## src/rtl/fbq_pkg.sv

```systemverilog
package fbq_pkg;
    localparam int unsigned FBQ_ADDR_W = 32;
    localparam int unsigned FBQ_DEPTH  = 8;
    localparam int unsigned FBQ_CNT_W  = 8;

    // one-cycle events raised by the stored-frame counter
    typedef struct packed {
        logic reached;
        logic cleared;
    } fbq_cnt_evt_t;
endpackage

```

## src/rtl/fbq_store.sv

```systemverilog
module fbq_store #(
    parameter int unsigned ADDR_W = 32,
    parameter int unsigned DEPTH  = 8,
    parameter int unsigned LVL_W  = 4
) (
    input  logic              clk,
    input  logic              rst_n,
    input  logic              push_valid,
    input  logic [ADDR_W-1:0] push_addr,
    input  logic              pop,
    output logic [ADDR_W-1:0] head_addr,
    output logic [LVL_W-1:0]  level,
    output logic              overflow
);
    localparam int unsigned PTR_W = (DEPTH > 1) ? $clog2(DEPTH) : 1;
    localparam logic [LVL_W-1:0] FULL_LVL = LVL_W'(DEPTH);
    localparam logic [PTR_W-1:0] LAST_PTR = PTR_W'(DEPTH - 1);

    typedef struct packed {
        logic [DEPTH-1:0][ADDR_W-1:0] mem;
        logic [PTR_W-1:0]             rd;
        logic [PTR_W-1:0]             wr;
        logic [LVL_W-1:0]             lvl;
        logic                         ovf;
    } store_t;

    store_t st_d, st_q;

    function automatic logic [PTR_W-1:0] ptr_next(input logic [PTR_W-1:0] p);
        return (p == LAST_PTR) ? '0 : p + 1'b1;
    endfunction

    logic take, give;

    always_comb begin
        st_d = st_q;
        take = push_valid && (st_q.lvl != FULL_LVL);
        give = pop && (st_q.lvl != '0);
        if (take) begin
            st_d.mem[st_q.wr] = push_addr;
            st_d.wr           = ptr_next(st_q.wr);
        end
        if (give) begin
            st_d.rd = ptr_next(st_q.rd);
        end
        if (push_valid && !take) begin
            st_d.ovf = 1'b1;
        end
        unique case ({take, give})
            2'b10:   st_d.lvl = st_q.lvl + 1'b1;
            2'b01:   st_d.lvl = st_q.lvl - 1'b1;
            default: st_d.lvl = st_q.lvl;
        endcase
    end

    always_ff @(posedge clk or negedge rst_n) begin
        if (!rst_n) begin
            st_q <= '0;
        end else begin
            st_q <= st_d;
        end
    end

    assign head_addr = st_q.mem[st_q.rd];
    assign level     = st_q.lvl;
    assign overflow  = st_q.ovf;
endmodule

```

## src/rtl/fbq_frame.sv

```systemverilog
module fbq_frame #(
    parameter int unsigned ADDR_W = 32,
    parameter int unsigned LVL_W  = 4
) (
    input  logic              clk,
    input  logic              rst_n,
    input  logic              fifo_mode,
    input  logic              frame_start,
    input  logic [ADDR_W-1:0] static_addr,
    input  logic [ADDR_W-1:0] head_addr,
    input  logic [LVL_W-1:0]  level,
    output logic              pop,
    output logic [ADDR_W-1:0] active_addr,
    output logic              active_valid,
    output logic              lost
);
    typedef struct packed {
        logic [ADDR_W-1:0] addr;
        logic              valid;
        logic              lost;
    } frame_t;

    frame_t fr_d, fr_q;
    logic   have_entry;

    always_comb begin
        fr_d       = fr_q;
        fr_d.lost  = 1'b0;
        have_entry = (level != '0);
        pop        = fifo_mode && frame_start && have_entry;
        if (frame_start) begin
            if (!fifo_mode) begin
                fr_d.addr  = static_addr;
                fr_d.valid = 1'b1;
            end else if (have_entry) begin
                fr_d.addr  = head_addr;
                fr_d.valid = 1'b1;
            end else begin
                fr_d.valid = 1'b0;
                fr_d.lost  = 1'b1;
            end
        end
    end

    always_ff @(posedge clk or negedge rst_n) begin
        if (!rst_n) begin
            fr_q <= '0;
        end else begin
            fr_q <= fr_d;
        end
    end

    assign active_addr  = fr_q.addr;
    assign active_valid = fr_q.valid;
    assign lost         = fr_q.lost;
endmodule

```

## src/rtl/fbq_count.sv

```systemverilog
module fbq_count
    import fbq_pkg::*;
#(
    parameter int unsigned CNT_W = 8
) (
    input  logic             clk,
    input  logic             rst_n,
    input  logic             fifo_mode,
    input  logic             frame_written,
    input  logic             active_valid,
    input  logic             clear,
    input  logic [CNT_W-1:0] thr,
    output logic [CNT_W-1:0] count,
    output fbq_cnt_evt_t     evt
);
    localparam logic [CNT_W-1:0] CNT_MAX = '1;

    typedef struct packed {
        logic [CNT_W-1:0] cnt;
        fbq_cnt_evt_t     ev;
    } cnt_t;

    cnt_t ct_d, ct_q;
    logic bump;
    logic [CNT_W-1:0] cnt_inc;

    always_comb begin
        ct_d       = ct_q;
        bump       = frame_written && active_valid && (ct_q.cnt != CNT_MAX);
        cnt_inc    = ct_q.cnt + 1'b1;
        ct_d.ev    = '0;
        if (clear) begin
            ct_d.cnt        = '0;
            ct_d.ev.cleared = 1'b1;
        end else if (bump) begin
            ct_d.cnt        = cnt_inc;
            ct_d.ev.reached = fifo_mode && (cnt_inc == thr);
        end
    end

    always_ff @(posedge clk or negedge rst_n) begin
        if (!rst_n) begin
            ct_q <= '0;
        end else begin
            ct_q <= ct_d;
        end
    end

    assign count = ct_q.cnt;
    assign evt   = ct_q.ev;
endmodule

```

## src/rtl/fbuf_addr_queue.sv

```systemverilog
module fbuf_addr_queue
    import fbq_pkg::*;
#(
    parameter int unsigned ADDR_W = FBQ_ADDR_W,
    parameter int unsigned DEPTH  = FBQ_DEPTH,
    parameter int unsigned CNT_W  = FBQ_CNT_W,
    localparam int unsigned LVL_W = $clog2(DEPTH + 1)
) (
    input  logic              clk,
    input  logic              rst_n,
    input  logic              fifo_mode_en,
    input  logic [ADDR_W-1:0] static_addr,
    input  logic              push_valid,
    input  logic [ADDR_W-1:0] push_addr,
    input  logic              frame_start,
    input  logic              frame_written,
    input  logic              cnt_clear,
    input  logic [LVL_W-1:0]  low_water_thr,
    input  logic [CNT_W-1:0]  stored_thr,
    output logic [ADDR_W-1:0] active_addr,
    output logic              active_valid,
    output logic [LVL_W-1:0]  fill_level,
    output logic [CNT_W-1:0]  stored_count,
    output logic              push_overflow,
    output logic              irq_low_water,
    output logic              irq_stored,
    output logic              irq_lost,
    output logic              cnt_cleared
);
    logic              pop;
    logic [ADDR_W-1:0] head_addr;
    fbq_cnt_evt_t      cnt_evt;

    fbq_store #(.ADDR_W(ADDR_W), .DEPTH(DEPTH), .LVL_W(LVL_W)) u_store (
        .clk        (clk),
        .rst_n      (rst_n),
        .push_valid (push_valid),
        .push_addr  (push_addr),
        .pop        (pop),
        .head_addr  (head_addr),
        .level      (fill_level),
        .overflow   (push_overflow)
    );

    fbq_frame #(.ADDR_W(ADDR_W), .LVL_W(LVL_W)) u_frame (
        .clk          (clk),
        .rst_n        (rst_n),
        .fifo_mode    (fifo_mode_en),
        .frame_start  (frame_start),
        .static_addr  (static_addr),
        .head_addr    (head_addr),
        .level        (fill_level),
        .pop          (pop),
        .active_addr  (active_addr),
        .active_valid (active_valid),
        .lost         (irq_lost)
    );

    fbq_count #(.CNT_W(CNT_W)) u_count (
        .clk           (clk),
        .rst_n         (rst_n),
        .fifo_mode     (fifo_mode_en),
        .frame_written (frame_written),
        .active_valid  (active_valid),
        .clear         (cnt_clear),
        .thr           (stored_thr),
        .count         (stored_count),
        .evt           (cnt_evt)
    );

    assign irq_stored    = cnt_evt.reached;
    assign cnt_cleared   = cnt_evt.cleared;
    assign irq_low_water = fifo_mode_en && (fill_level < low_water_thr);
endmodule

```

## config.mk

```make
export PLATFORM = sky130hd
export DESIGN_NAME = fbuf_addr_queue
export DESIGN_NICKNAME = d
export VERILOG_FILES = /design/src/rtl/fbq_pkg.sv /design/src/rtl/fbq_store.sv /design/src/rtl/fbq_frame.sv /design/src/rtl/fbq_count.sv /design/src/rtl/fbuf_addr_queue.sv
export SDC_FILE = /design/constraint.sdc
export NUM_CORES = 1
export LEC_CHECK = 0
export BUFFER_PORTS_ARGS = -buffer_cell sky130_fd_sc_hd__buf_2
export CORE_MARGIN = 2
export CORE_UTILIZATION = 54
export DETAILED_ROUTE_END_ITERATION = 8
export PLACE_DENSITY_LB_ADDON = 0.3
export SLEW_MARGIN = 20
export SYNTH_ARGS = -nofsm -noshare
export SYNTH_HDL_FRONTEND = slang
export SYNTH_SLANG_ARGS = --single-unit
export TNS_END_PERCENT = 10
```

## constraint.sdc

```tcl
create_clock -name clk -period 2.2 [get_ports clk]
set_input_delay 0.22 -clock clk [delete_from_list [all_inputs] [get_ports clk]]
set_output_delay 0.22 -clock clk [all_outputs]
set_load 0.05 [all_outputs]
```

; ---- Yosys cells after proc, flatten, opt, wreduce, memory -nomap -nowiden
; Index checks and enable logic that the tools add are counted.
[totals]
ff_bits = 311
in_bits = 83
out_inout_bits = 50
[classes]
addsub = 5
order_cmp = 4
eq_ne = 8
mux = 18
reduce_logical = 15
[ops]
columns = op, n
row1 = $bwmux W256, 1
row2 = $bmux W32 S3, 1
row3 = $demux W32 S3, 1
row4 = $mux W32, 3
row5 = $mux W33, 1
row6 = $logic_and A1 B1 Y1, 10
row7 = $mux W9, 1
row8 = $add A8 B1 Y8 const B, 1
row9 = $eq A8 B8 Y1, 1
row10 = $lt A3 B4 Y1 const B, 2
row11 = $mux W8, 1
row12 = $ne A8 B8 Y1 const B, 1
row13 = $pmux W4 S2, 1
row14 = $add A3 B1 Y3 const B, 2
row15 = $eq A3 B3 Y1 const B, 2
row16 = $mux W1, 6
row17 = $mux W3, 2
row18 = $add A4 B1 Y4 const B, 1
row19 = $lt A4 B4 Y1, 1
row20 = $ne A4 B4 Y1 const B, 1
row21 = $reduce_bool A2 Y1, 2
row22 = $reduce_bool A4 Y1, 1
row23 = $sub A4 B1 Y4 const B, 1
row24 = $ge A3 B1 Y1 const B, 1
row25 = 5 further kinds, 5

; ---- Depth between registers and ports, before layout
; Gate-level depths: netlist (run 1).
[depth]
word_depth = 5
depth_mapped = 12
depth_no_buf = 11

; ---- Modules after synthesis
; A second synthesis (run 1) with hierarchy kept.
[hier_totals]
cells_unflattened = 921
area_unflattened_um2 = 15991.6
[modules_own_cells]
columns = mod, n_inst, cells_per_inst, area_per_inst_um2
row1 = fbq_store, 1, 723, 13441.6
row2 = fbq_frame, 1, 112, 1791.7
row3 = fbq_count, 1, 73, 670.6
row4 = fbuf_addr_queue, 1, 13, 87.6

; ---- Worst setup path before layout (run 1)
; OpenSTA, ideal clock, no wires.
[synth_timing]
path_kind = reg-to-output
from = register u_store.st_q, in the netlist u_store.level[1]
to = output irq_low_water
arrival_time_ns = 2.233
slack_ns = -0.253
path_stages_with_launch = 6
n_path_buf = 0
cell_sequence = dfrtp_1 -> ha_1 -> a21boi_0 -> o21a_1 -> o21ai_0 -> nor3b_1
[synth_via]
elab_chain_len = 2
[synth_rtl]
columns = element, line_no
row1 = start: declaration, fbq_store.sv:27  ; store_t st_d, st_q;
row2 = start signal: assignment, fbq_store.sv:60  ; st_q <= st_d;
row3 = $lt A4 B4 Y1, fbuf_addr_queue.sv:73  ; assign irq_low_water = fifo_mode_en && (fill_level < low_water_thr);
row4 = $logic_and A1 B1 Y1, fbuf_addr_queue.sv:73
row5 = end: declaration, fbuf_addr_queue.sv:25  ; output logic irq_low_water,
; Every way passes these cells.

; ---- Worst setup path in the final report (run 1)
; Ends and elaborated chain as after synthesis.

==> results of run 1 <==
-- power groups by stage --
stage | combinational, mW | sequential, mW | clock [mW]
floorplan | 6.60 | 10.5 | 0
global route | 10.6 | 10.4 | 5.65
global placement | 9.55 | 9.90 | 0
detailed placement | 9.82 | 10.1 | 0
finish | 9.85 | 10.0 | 5.31
CTS | 9.91 | 10.0 | 5.43
-- cells in the final DEF (no fill, tap or decap), types with 3 or more instances in the layout --
cell type	count
sky130_fd_sc_hd__a221oi_1	32
sky130_fd_sc_hd__o21ai_0	32
sky130_fd_sc_hd__nor2_1	49
sky130_fd_sc_hd__buf_2	130
sky130_fd_sc_hd__dlygate4sd3_1	4
sky130_fd_sc_hd__mux4_2	31
sky130_fd_sc_hd__clkbuf_1	12
sky130_fd_sc_hd__nand3_1	4
sky130_fd_sc_hd__mux2_2	252
sky130_fd_sc_hd__clkinv_2	7
sky130_fd_sc_hd__buf_4	35
sky130_fd_sc_hd__xnor2_1	11
sky130_fd_sc_hd__dfrtp_1	308
sky130_fd_sc_hd__a21boi_0	31
sky130_fd_sc_hd__clkbuf_16	37
sky130_fd_sc_hd__inv_1	8
sky130_fd_sc_hd__mux2i_1	68
sky130_fd_sc_hd__nand2_1	15
sky130_fd_sc_hd__nor3_1	4
sky130_fd_sc_hd__buf_12	20
sky130_fd_sc_hd__a21oi_1	33
sky130_fd_sc_hd__xor2_1	9
sky130_fd_sc_hd__mux2_1	7
sky130_fd_sc_hd__ha_1	9
sky130_fd_sc_hd__and3_1	3
-- cell type report --
class,instances,area (um2),area share [%]
flip-flops and latches,311,7789,46.25
multi-input cells,633,6157,36.56
repair buffers,192,1391,8.262
clock buffers,51,998.5,5.929
well taps,335,419.2,2.489
clock inverters,8,42.54,0.2526
inverters,10,40.04,0.2378
diodes,1,2.502,0.01486
-- metrics by stage --
stage	area (um2)	hold slack [ps]	instances
after CTS	16800	9.757	1539
final	16840	24.13	1541
after detailed placement	15690	222.0	1476
after global routing	16840	30.50	1540
after floorplan	14280	-75.59	1023
after global placement	15690	230.5	1476
-- flip-flops by register name, summed over array words and instances, names as in the netlist --
name                  flops
u_store.st_q            262
u_frame.lost              1
u_frame.active_addr      32
u_count.evt               2
u_store.level             4
u_frame.active_valid      1
u_count.count             8
u_store.overflow          1
-- per-layer routing --
metal / share of wire, % / vias to the layer above
met1: 46 / 4641
li1: - / 4079
met3: 3.9 / 45
met5: 0.081 / -
met2: 48 / 171
met4: 1.6 / 4
-- timing repair --
action,CTS,global route
hold buffers,4,0
setup endpoints to repair,2,9
gates resized for setup,8,8
pin swaps,2,5
setup buffers,0,1
endpoints found under the hold margin,62,0
-- worst register-to-register path, cell delays in order (launching register included) --
cell                      delay, ps
sky130_fd_sc_hd__dfrtp_1        430
sky130_fd_sc_hd__nor4_4         380
sky130_fd_sc_hd__nor2_2         100
sky130_fd_sc_hd__ha_2           200
sky130_fd_sc_hd__buf_4          140
sky130_fd_sc_hd__ha_1           310
sky130_fd_sc_hd__a21oi_2        170
sky130_fd_sc_hd__xnor2_1        130
sky130_fd_sc_hd__nor2_1          60
sky130_fd_sc_hd__xor2_1         130
-- worst max path at each step --
stage / startpoint / slack [ps] / end
final: u_store.level[1] / -70 / irq_low_water
after global routing: u_store.level[1] / -160 / irq_low_water
after CTS: u_store.level[1] / -100 / irq_low_water
after detailed placement: u_store.level[1] / -70 / u_store.level[3]
after global placement: u_store.level[1] / 30 / u_store.level[3]
after floorplan: u_store.level[1] / -70 / u_store.level[3]
-- cell families after synthesis --
logic type	share of synthesized area, %
muxes	30.10
DFF	54.53
buffers and inverters	2.893
xor gates and xnor gates	1.227
adders and majority gates	1.105
AOI/OAI and AO/OA	6.628
and+or+nand+nor	3.524
==> summary.md, run 1 <==
| Metric | Value |
|---|---|
| Run status | `finished, violations left` |
| Failing checks | `setup timing` |
| Highest net fanout along the worst path | `4` |
| Routed vias | `about 9000` |
| Largest cells by area after synthesis | `sky130_fd_sc_hd__dfrtp_1 55%, sky130_fd_sc_hd__mux2_2 20%, sky130_fd_sc_hd__mux4_2 4.9%` |
| Hold Crit Depth | `3` |
| Worst vdd rail ir drop | `roughly 0.93 mV` |
| Fraction of power consumed by combinational cells | `about two fifths` |
| Synth top cells by count | `311 x sky130_fd_sc_hd__dfrtp_1, 252 x sky130_fd_sc_hd__mux2_2, 68 x sky130_fd_sc_hd__mux2i_1, 51 x sky130_fd_sc_hd__nor2_1` |
| Post-synth net total | `~1100` |
| Buffer and inverter count on the worst path | `2` |
| Fin crit share | `103.2%` |
| Total leakage power | `approximately 7.5 nW` |
| Post-synth top area share | `between 50% and 60%` |
| Startpoint of the worst hold path | `static_addr[23]` |
| Post-route ant nets | `0` |
| Worst r2r path cells | `9` |
| RSZ-0062 raised after global routing | `true` |
| Final number of setup-violating endpoints | `1` |
| Maximum operating frequency | `roughly 0.44 GHz` |
| Floorplan die area | `approximately 28000 um2` |
| Root buf cell | `sky130_fd_sc_hd__clkbuf_16` |
| Final setup TNS | `-70.25 ps` |
| Routed vias/inst | `5.801` |
| Worst Path Class, Setup | `flip-flop to output pin` |
| Warnings from Yosys | `0` |
| Global-route wire length before repair | `51450 um` |
| Stage delay of the slowest cell on the critical path | `450 ps` |
| Grt met1 use | `between 30% and 40%` |
| Worst-Margin Slew | `a little over 1000 ps` |
| Layout cells sized above 1 | `about 45%` |
| Yosys top cell by area | `sky130_fd_sc_hd__dfrtp_1` |
| Final Util | `about two thirds` |
| Part of the power in the clock network | `a little over a fifth` |
| Number of cells on the critical path | `7` |
| Pre-CTS setup slack | `-67.91 ps` |
| Avg Synthesized Cell Area | `around 14 um2` |
| Inserted Clock Buffers | `35` |
| Portion of the post-synthesis area used by sequential elements | `54.53%` |
| Synth-to-layout area growth | `17.99%` |
| Largest net degree at the start of global routing | `67` |
| Post-Synthesis Cells | `1023` |
| 1st-pass router iterations | `4` |
| Insertion delay of the later-clocked pin in the worst-skew pair | `~500 ps` |
| Initial antenna violation count | `2` |
| Endpoint of the lowest-slack register-to-register path | `u_store.level[3]` |
| Die Height | `between 150 and 200 um` |
| Fin nets | `roughly 1300` |
| GRT Total Usage | `a little under a quarter` |
| Worst-case register-to-register setup slack | `roughly 40 ps` |
| Starting utilization of the core area | `54.93%` |
| Ports placed on the boundary | `approximately 130` |
| Reg2Reg Launch Point | `u_store.level[2]` |
| Global routing's busiest layer | `met2` |
| Number of clock sinks | `about 310` |
| Detailed router's first-iteration violation count | `616` |
| Relative slew slack | `between 30% and 40%` |
| Required time of the critical path | `slightly below 2000 ps` |
| Core region area | `between 20000 and 30000 um2` |
| Clock tree buffer depth | `3` |
| Sequential Power Share | `about 40%` |
| Slowest cell on the critical path | `sky130_fd_sc_hd__dfrtp_2` |
| Most common cell on crit path | `sky130_fd_sc_hd__buf_6` |
| Distinct cell type count of the synthesized netlist | `45` |
| Layout fillers | `1973` |
| Worst endpoint data arrival time | `2050 ps` |
| Power per cell area | `about 1500 nW/um2` |
| Min Clock Period, post-route | `2270 ps` |
| CP Cell Sequence | `buf_6 > ha_4 > a21boi_2 > o21a_1 > o21ai_1 > nor3b_2 > buf_6` |
| Library cell with the highest instance count after synthesis | `sky130_fd_sc_hd__dfrtp_1` |
| Flop and latch count out of synthesis | `roughly 310` |
| CTS H-tree lvls | `2` |
| HPWL after DPL | `19650 um` |
| Aggregate global routing overflow | `0` |
| Path class of the lowest-slack min-delay path | `input pin to flip-flop` |
| Final Hold Violating Endpoints | `0` |
| Global routing usage on met3 | `3.327%` |
| Number of placement rows | `between 50 and 60` |
| Met2 global-route usage | `about 38%` |
| Average wire per cell in the routed design | `between 20 and 25 um` |
| Fraction of registers with async set or reset after synthesis | `100.0%` |
| Clock skew after layout | `12.56 ps` |
| Number of buffer cells added on primary ports | `around 130` |
| Max-capacitance violation count | `0` |
| Leading register cell type out of synthesis | `sky130_fd_sc_hd__dfrtp_1` |
| Total wire length | `30960 um` |
| Total power | `25.20 mW` |
| Final estimated routing congestion in global placement | `between 0.7 and 0.8` |
| Number of synthesized flops with an enable pin | `0` |
| Terminating pin of the worst hold path | `u_frame.active_addr[23]` |
| Area of the mapped netlist | `14270 um2` |
| Worst-case setup margin in the final layout | `-70.25 ps` |
| Die Width | `approximately 170 um` |
| CTS clock-pin slew for the worst setup and hold paths | `~60 ps` |
| Total internal power | `around 17 mW` |
| Kind of end point of the critical path | `output pin` |
| Category of cells accounting for the largest share of critical-path delay | `flip-flops` |
| Max Transition Viols Final | `0` |
| Number of remaining DRC errors | `0` |
| Kind of start point of the critical path | `flip-flop` |
| Vias in the first global route | `approximately 9500` |
| Sw Share | `between 30% and 40%` |
| Net switching power figure | `between 8 and 9 mW` |
| Clock tree from TritonCTS | `built` |
No activity file was read; power rests on OpenSTA's default activity.
==> inputs of run 2 (changes only) <==
Settings changed: CORE_UTILIZATION 54 to 60.
Clock period 2.2 ns to 2.8 ns, I/O delays scaled along.
==> run 2 against run 1 <==
Effect of this change: critical path type is now flip-flop to flip-flop; sequential cell count is the same; wire length up 2.5%; via count increased by 0.72%; the flow now finishes without violations; setup slack better by 340 ps; die area fell by 9.8%; register-to-register slack better by 230 ps.
==> summary.md, run 2 (synthesis results as in run 1) <==
| Metric | Value |
|---|---|
| Run status | `finished, final reports clean` |
| Quantity of gates resized following cts | `0` |
| Number of clock sinks | `~310` |
| 1st-pass router iterations | `4` |
| Vias in the first global route | `about 9500` |
| CTS H-tree lvls | `2` |
| Required time of the critical path | `3180 ps` |
| Final Hold Violating Endpoints | `0` |
| HPWL after DPL | `slightly below 20000 um` |
| Layout fillers | `around 1700` |
| Root buf cell | `sky130_fd_sc_hd__clkbuf_16` |
| Max Transition Viols Final | `0` |
| Floorplan die area | `25040 um2` |
| RSZ-0062 raised after global routing | `false` |
| Worst Path Class, Setup | `flip-flop to flip-flop` |
| Highest-count cells in the layout ignoring fill and taps | `309 x sky130_fd_sc_hd__dfrtp_1, 252 x sky130_fd_sc_hd__mux2_2, 131 x sky130_fd_sc_hd__buf_2` |
| Synth-to-layout area growth | `15.79%` |
| Total power | `roughly 20 mW` |
| Detailed router's first-iteration violation count | `slightly above 500` |
| Highest net fanout along the worst path | `8` |
| Relative slew slack | `between 40% and 50%` |
| Total leakage power | `about 7.4 nW` |
| Fin nets | `1263` |
| Die Width | `158.2 um` |
| Largest reg by FF count | `u_store.st_q` |
| Average wire per cell in the routed design | `21.00 um` |
| Core region area | `between 20000 and 25000 um2` |
| Net switching power figure | `6.761 mW` |
| Largest net degree at the start of global routing | `89` |
| Fin crit share | `between 90% and 100%` |
| Detail Route met2 WL | `~16000 um` |
| Power per cell area | `1199 nW/um2` |
| Number of remaining DRC errors | `0` |
| Final number of setup-violating endpoints | `0` |
| Aggregate global routing overflow | `0` |
| Worst vdd rail ir drop | `around 0.66 mV` |
| Kind of end point of the critical path | `flip-flop` |
| Sw Share | `roughly a third` |
| Total routed wire length on the met1 layer | `between 10000 and 15000 um` |
| Initial antenna violation count | `1` |
| Area of combinational cells with multiple inputs | `6105 um2` |
| Number of placement rows | `56` |
| Final setup TNS | `0 ps` |
| Total met3 wirelength after detailed routing | `1158 um` |
| Clock skew after layout | `~15 ps` |
| Final estimated routing congestion in global placement | `around 0.77` |
| Die Height | `approximately 160 um` |
| Inserted Clock Buffers | `34` |
| Total wire length | `31730 um` |
| Number of flip-flops in the largest register | `about 260` |
| CTS clock-pin slew for the worst setup and hold paths | `~60 ps` |
| Routed vias/inst | `5.959` |
| Kind of start point of the critical path | `flip-flop` |
| Routed vias | `9004` |
| Clock tree from TritonCTS | `built` |
| Clock tree buffer depth | `3` |
| Post-route ant nets | `0` |
| Most common cell after layout, fill and taps aside | `sky130_fd_sc_hd__dfrtp_1` |
| Max-capacitance violation count | `0` |
| Insertion delay of the later-clocked pin in the worst-skew pair | `510 ps` |
| Sequential Power Share | `40.7%` |
| Global-route wire length before repair | `51090 um` |
| Layout cells sized above 1 | `44.00%` |
| Min Clock Period, post-route | `approximately 2500 ps` |
| Worst endpoint data arrival time | `between 2000 and 3000 ps` |
| Number of buffer cells added on primary ports | `132` |
| Maximum operating frequency | `between 0.3 and 0.4 GHz` |
| Area used by sequential logic in the layout | `7787 um2` |
| Total internal power | `13.06 mW` |
| Worst-Margin Slew | `between 700 and 800 ps` |
| Part of the power in the clock network | `between 20% and 30%` |
| Starting utilization of the core area | `about three fifths` |
| GRT Total Usage | `between 20% and 30%` |
| Highest Signal Layer | `met4` |
| Path class of the lowest-slack min-delay path | `input pin to flip-flop` |
| Fraction of power consumed by combinational cells | `37.2%` |
| Ports placed on the boundary | `~130` |
run 2: final timing paths:
kind / endpoint / slack (ps) / cells after the start / startpoint
max: u_store.level[3] / 270 / 11 / u_store.level[1]
min: u_store.overflow / 40 / 2 / push_valid
max reg2reg: u_store.level[3] / 270 / 11 / u_store.level[1]
min reg2reg: u_store.overflow / 480 / 1 / u_store.overflow
max in group asynchronous: u_store.st_q[186] / 1560 / 3 / rst_n
min in group asynchronous: u_frame.active_addr[27] / 390 / 2 / rst_n
run 2: power groups by stage:
| stage | Clock (mW) | Sequential, mW | Combinational [mW] |
|---|---|---|---|
| after floorplan | 0 | 8.22 | 5.18 |
| after global placement | 0 | 7.94 | 7.12 |
| after detailed placement | 0 | 8.08 | 7.34 |
| after CTS | 4.46 | 8.05 | 7.42 |
| after global routing | 4.65 | 8.32 | 7.93 |
| final | 4.39 | 8.07 | 7.37 |
run 2: cell type report:
type                    instances  area share [%]
inverters                      10          0.2423
well taps                     319           2.415
clock buffers                  51           6.269
flip-flops and latches        311           47.12
diodes                          1         0.01514
clock inverters                 8          0.4391
repair buffers                178           6.557
multi-input cells             633           36.94
run 2: metrics by stage:
step / instance area [um2] / util, % / hold WS (ps) / setup WS [ps] / instances
after floorplan: 14270 / - / -15.59 / 287.3 / 1023
after global placement: 15390 / 65.78 / 340.0 / 353.7 / 1449
after detailed placement: 15390 / 65.78 / 337.5 / 288.5 / 1449
after CTS: 16520 / 70.61 / 20.04 / 273.1 / 1510
after global routing: 16520 / 70.61 / 27.65 / 106.5 / 1510
final: 16530 / 70.62 / 36.88 / 273.7 / 1511
run 2: layer usage:
metal | up-vias | GRT usage, %
li1 | 4065 | -
met1 | 4697 | 35.83
met2 | 187 | 44.74
met3 | 55 | 4.134
met4 | 0 | 7.250
met5 | - | 0
run 2: what timing repair did:
action / CTS / global route
endpoints found under the hold margin: 82 / 0
hold buffers: 2 / 0
buffers inserted: 0 / 0
run 2: critical path, cell delays in order, from the launching register on:
cell	delay, ps
sky130_fd_sc_hd__dfrtp_1	440
sky130_fd_sc_hd__nor3_1	280
sky130_fd_sc_hd__nand2_1	70
sky130_fd_sc_hd__and2_1	270
sky130_fd_sc_hd__inv_4	180
sky130_fd_sc_hd__ha_1	230
sky130_fd_sc_hd__ha_1	250
sky130_fd_sc_hd__a21o_1	180
sky130_fd_sc_hd__a21oi_1	170
sky130_fd_sc_hd__xnor2_1	130
sky130_fd_sc_hd__nor2_1	60
sky130_fd_sc_hd__xor2_1	140
